--- src/rtl/flash_lock_pkg.sv ---
package flash_lock_pkg;
  typedef struct packed {
    logic setEnable;
    logic lockWrite;
  } lockStrobes_t;
endpackage

--- src/rtl/flash_lock_ctrl.sv ---
module flash_lock_ctrl
  import flash_lock_pkg::*;
#(
  parameter int          DATA_W   = 32,
  parameter logic [31:0] PASSWORD = 32'hA1A1_1111
) (
  input  logic              clk,
  input  logic              rstN,
  input  logic              wrEn,
  input  logic [DATA_W-1:0] wrData,
  input  logic              opStart,
  input  logic              opDone,
  input  logic              hvSuspend,
  input  logic              testMode,
  output logic              enable,
  output lockStrobes_t      strobes
);
  logic busy;
  logic isPassword;
  logic blocked;

  assign isPassword = (wrData == DATA_W'(PASSWORD));
  assign blocked    = busy | opStart | hvSuspend | testMode;

  always_comb begin
    strobes.setEnable = wrEn & isPassword & ~enable;
    strobes.lockWrite = wrEn & ~isPassword & enable & ~blocked;
  end

  always_ff @(posedge clk) begin
    if (!rstN)                  enable <= 1'b0;
    else if (strobes.setEnable) enable <= 1'b1;
  end

  always_ff @(posedge clk) begin
    if (!rstN)        busy <= 1'b0;
    else if (opStart) busy <= 1'b1;
    else if (opDone)  busy <= 1'b0;
  end


  enable_sticky_chk: assert property (@(posedge clk) disable iff (!rstN)
    enable |=> enable);

  no_enable_write_chk: assert property (@(posedge clk) disable iff (!rstN)
    !enable |-> !strobes.lockWrite);

  password_no_field_chk: assert property (@(posedge clk) disable iff (!rstN)
    (wrEn && wrData == DATA_W'(PASSWORD)) |-> !strobes.lockWrite);

  blocked_write_chk: assert property (@(posedge clk) disable iff (!rstN)
    (wrEn && (busy || hvSuspend || testMode)) |-> !strobes.lockWrite);
endmodule

--- src/rtl/flash_lock_dp.sv ---
module flash_lock_dp
  import flash_lock_pkg::*;
#(
  parameter int               DATA_W      = 32,
  parameter int               MID_W       = 2,
  parameter int               LOW_W       = 10,
  parameter logic [MID_W-1:0] MID_PRESENT = '1,
  parameter logic [LOW_W-1:0] LOW_PRESENT = '1,
  parameter int               EN_POS      = 31,
  parameter int               SHADOW_POS  = 20,
  parameter int               MID_LSB     = 16,
  parameter int               LOW_LSB     = 0,
  localparam int              LOCK_W      = 1 + MID_W + LOW_W
) (
  input  logic              clk,
  input  logic              rstN,
  input  lockStrobes_t      strobes,
  input  logic              enable,
  input  logic [DATA_W-1:0] wrData,
  input  logic [LOCK_W-1:0] shadowCfg,
  output logic [LOCK_W-1:0] lockVec,
  output logic [DATA_W-1:0] rdData
);
  localparam logic [LOCK_W-1:0] PRESENT = {1'b1, MID_PRESENT, LOW_PRESENT};

  logic [LOCK_W-1:0] wrVec;
  logic [LOCK_W-1:0] lockQ;

  assign wrVec = {wrData[SHADOW_POS], wrData[MID_LSB +: MID_W], wrData[LOW_LSB +: LOW_W]};

  for (genvar i = 0; i < LOCK_W; i++) begin : g_lock
    if (PRESENT[i]) begin : g_impl
      logic bitQ;
      always_ff @(posedge clk) begin
        if (!rstN)                  bitQ <= shadowCfg[i];
        else if (strobes.lockWrite) bitQ <= wrVec[i];
      end
      assign lockQ[i] = bitQ;
    end else begin : g_absent
      assign lockQ[i] = 1'b1;
    end
  end

  assign lockVec = lockQ;

  always_comb begin
    rdData = '0;
    rdData[EN_POS]              = enable;
    rdData[SHADOW_POS]          = lockQ[LOCK_W-1];
    rdData[MID_LSB +: MID_W]    = lockQ[LOW_W +: MID_W];
    rdData[LOW_LSB +: LOW_W]    = lockQ[LOW_W-1:0];
  end


  lock_hold_chk: assert property (@(posedge clk) disable iff (!rstN)
    !strobes.lockWrite |=> $stable(lockQ));

  lock_load_chk: assert property (@(posedge clk) disable iff (!rstN)
    strobes.lockWrite |=> (lockQ == ($past(wrVec) | ~PRESENT)));
endmodule

--- src/rtl/flash_lock_reg.sv ---
module flash_lock_reg
  import flash_lock_pkg::*;
#(
  parameter int               MID_W       = 2,
  parameter int               LOW_W       = 10,
  parameter logic [MID_W-1:0] MID_PRESENT = '1,
  parameter logic [LOW_W-1:0] LOW_PRESENT = '1,
  parameter logic [31:0]      PASSWORD    = 32'hA1A1_1111,
  localparam int              LOCK_W      = 1 + MID_W + LOW_W
) (
  input  logic              clk,
  input  logic              rstN,
  input  logic              wrEn,
  input  logic [31:0]       wrData,
  output logic [31:0]       rdData,
  input  logic [LOCK_W-1:0] shadowCfg,
  input  logic              opStart,
  input  logic              opDone,
  input  logic              hvSuspend,
  input  logic              testMode,
  output logic [LOCK_W-1:0] lockVec
);
  lockStrobes_t strobes;
  logic         enable;

  flash_lock_ctrl #(.DATA_W(32), .PASSWORD(PASSWORD)) i_ctrl (
    .clk(clk), .rstN(rstN), .wrEn(wrEn), .wrData(wrData),
    .opStart(opStart), .opDone(opDone), .hvSuspend(hvSuspend),
    .testMode(testMode), .enable(enable), .strobes(strobes)
  );

  flash_lock_dp #(
    .DATA_W(32), .MID_W(MID_W), .LOW_W(LOW_W),
    .MID_PRESENT(MID_PRESENT), .LOW_PRESENT(LOW_PRESENT)
  ) i_dp (
    .clk(clk), .rstN(rstN), .strobes(strobes), .enable(enable),
    .wrData(wrData), .shadowCfg(shadowCfg), .lockVec(lockVec), .rdData(rdData)
  );
endmodule

--- config.mk ---
export PLATFORM = sky130hd
export DESIGN_NAME = flash_lock_reg
export DESIGN_NICKNAME = d
export VERILOG_FILES = /design/src/rtl/flash_lock_pkg.sv /design/src/rtl/flash_lock_ctrl.sv /design/src/rtl/flash_lock_dp.sv /design/src/rtl/flash_lock_reg.sv
export SDC_FILE = /design/constraint.sdc
export NUM_CORES = 1
export LEC_CHECK = 0
export CAP_MARGIN = 20
export CORE_MARGIN = 8
export CORE_UTILIZATION = 28
export CTS_CLUSTER_DIAMETER = 200
export DETAILED_ROUTE_END_ITERATION = 16
export PLACE_DENSITY = 0.88
export RECOVER_POWER = 25
export REMOVE_ABC_BUFFERS = 1
export SYNTH_ARGS = -nofsm -noshare
export SYNTH_HDL_FRONTEND = slang
export SYNTH_SLANG_ARGS = --single-unit
--- constraint.sdc ---
create_clock -name clk -period 1.9 [get_ports clk]
set_clock_uncertainty 0.05 [all_clocks]
set_input_delay 0.38 -clock clk [delete_from_list [all_inputs] [get_ports clk]]
set_output_delay 0.38 -clock clk [all_outputs]
set_load 0.01 [all_outputs]
==> results <==
==> power breakdown <==
group,switching [uW],total [uW],internal (uW)
Combinational,105,314,209
Sequential,15.2,407,391
Clock,106,251,145
Total,227,972,745
==> state kept, by name, summed over array words and instances, names as in the netlist <==
name,count
i_ctrl.busy,1
i_ctrl.enable,1
i_dp.g_lock.g_impl.bitQ,13
==> worst min path at each step <==
stage | to | slack (ns) | depth (start not counted)
2_1_floorplan | i_ctrl.busy | 0.45 | 1
6_report | i_ctrl.enable | 0.44 | 2
3_3_place_gp | i_ctrl.enable | 0.43 | 2
4_1_cts | i_ctrl.enable | 0.44 | 2
3_5_place_dp | i_ctrl.enable | 0.44 | 2
5_1_grt | i_ctrl.enable | 0.46 | 2
==> per-stage QoR <==
step / total power, uW / instances / utilization [%] / setup slack, ns
floorplan: 493 / 65 / - / -0.197
global placement: 722 / 198 / 44.1 / -0.225
detailed placement: 729 / 198 / 44.1 / -0.255
CTS: 982 / 202 / 45.2 / 0.00110
global route: 1020 / 202 / 45.7 / -0.00422
finish: 972 / 202 / 45.7 / 0.108
==> worst reg2reg max path: stages (launching register included) <==
cell and delay (ns):
dfxtp_1 0.35, nand3_1 0.14, o41ai_4 0.36, buf_4 0.20
==> cell type report <==
class | count | area share [%]
timing repair buffer | 83 | 46.6
sequential | 15 | 24.1
multi-input combinational | 50 | 23.2
tap | 50 | 3.50
clock buffer | 3 | 2.31
clock inverter | 1 | 0.280
==> layer usage <==
layer	share of wire (%)	wire length, um	GRT usage, %	up-vias
met5	0	0	0	-
met4	0.60	18	3.89	0
met3	14	420	4.85	2
met2	51	1510	17.4	63
met1	35	1040	8.50	363
li1	-	-	-	388
==> cells by family after synthesis <==
| kind of cell | share of synthesized area (%) |
|---|---|
| buffers and inverters | 31.7 |
| other | 0.339 |
| multiplexers | 13.2 |
| AND/OR/NAND/NOR | 12.6 |
| AO/OA/AOI/OAI | 3.28 |
| flip-flops | 38.9 |
==> layout by cell type, fill, tap and decap left out, types with 2 or more instances in the layout <==
cell type        count
dfxtp_1              2
clkbuf_8             3
clkdlybuf4s50_1     77
conb_1              18
edfxtp_1            13
mux2_2              13
nand4_1              2
buf_4                3
nor4b_2              6
nand2_1              2
==> timing repair <==
item                       in CTS  in global routing
buffers inserted                0                  0
hold buffers                    0                  0
setup endpoints to repair       0                 13
gates resized for setup         0                  4
==> results.yml <==
run_status:
  status: "finished clean"
clocking:
  clk_pin_slew_ns: 0.06
  clock_sinks: 15
  clk_latency_ns: 0.24
  htree_levels: 1
  cts_tree: "built"
  clk_path_buf_depth: 2
  cts_inserted_buffers: 3
  ctsRootBufferMaster: "clkbuf_8"
sta:
  hold_viol: 0
  hold-worst-slack_ns: 0.439
  finalSetupViolations: 0
  slew_violations: 0
  period_minus_slack_ns: 1.79
  setup_total_negative_slack_ns: 0
  fmax_ghz: 0.558
  finalCritPeriodShare_pct: 94.3
setup_path:
  start_kind: "input pin"
  cpLargestDelayFamily: "simple AND/OR/NAND/NOR gates"
  reg2regPathDepth: 3
  endpoint: "i_dp.g_lock[1].g_impl.bitQ"
  path_class: "input pin to register"
  cp-startpoint: "wrData[3]"
  r2r_setup_slack_ns: 0.51
  worstPathCellList: "clkdlybuf4s50_1 > nor4b_2 > nand4_1 > nor2_2 > o41ai_4 > buf_4"
  timing.rr.start: "i_ctrl.enable"
  crit_required_ns: 1.86
  critPathArrivalTime_ns: 1.75
  slowest_delay_ns: 0.43
  path_max_fanout: 5
  critPathCaptureType: "register"
  crit_buf_inv: 2
  rr_endpoint: "i_dp.g_lock[1].g_impl.bitQ"
  crit_cells: 6
  cpMaxStageDelayCell: "clkdlybuf4s50_1"
run:
  max_cap_viol_count: 0
pwr:
  p_leak_uw: 0.000654
  power_density_mw_per_mm2: 543
  peakVddDrop_mv: 0.231
synth:
  yosysWarnings: 0
  synth_area_leaders: "edfxtp_1, buf_4, mux2_2"
  synth_top_area_share_pct: 35.3
  yosysTopAreaCell: "edfxtp_1"
  syn_inst: 95
  yosys_register_bits: 15
  netlist_area_mm2: 0.00111
  synth_cell_types: 18
  synth-main-ff-cell: "edfxtp_1"
  syn-mean-instance-area_um2: 11.6
  synth_edf_count: 13
  async_reset_ff_share_pct: 0
  yosysSeqAreaShare_pct: 38.9
  synth_common_cells: "buf_4, edfxtp_1, mux2_2, nor4b_2"
  yosysMostFrequentCell: "buf_4"
die:
  num_rows: 23
  start_util_pct: 28.3
  die_w_um: 78.9
  pin_count: 97
  coreArea_mm2: 0.00391
  die_area_mm2: 0.00622
  chipHeight_um: 78.9
place:
  place_hpwl_um: 2650
  port_buffers: 78
  dpl_cell_area_mm2: 0.00172
  place_congestion: 0.694
routing:
  drc: 0
  routedWlPerCell_um: 14.8
  dr.pass1.iters: 2
  vias_per_cell: 4.04
  first_iter_violations: 15
  dr_total_vias: 816
  wirelength_um: 2990
  postRouteAntennaNets: 0
grt:
  first_global_vias: 971
  grt_pass1_wl_um: 4570
  grt_max_degree: 18
  antenna_found_initial: 0
  gr-usage-all-layers_pct: 9.44
  grt_overflow: 0
cells_and_area:
  layout.nets: 205
  seqCellArea_um2: 430
  drive_above_1_share_pct: 21.1
  fin_area_mm2: 0.00179
  multi_input_area_um2: 415
  fillerInstances: 389
  n_antenna_cell: 0
  syn_to_final_growth_pct: 61.8
min_path:
  hp-start: "i_ctrl.enable"
  min_path_type: "register to register"
Note: power is estimated with default switching activity, not from simulation.
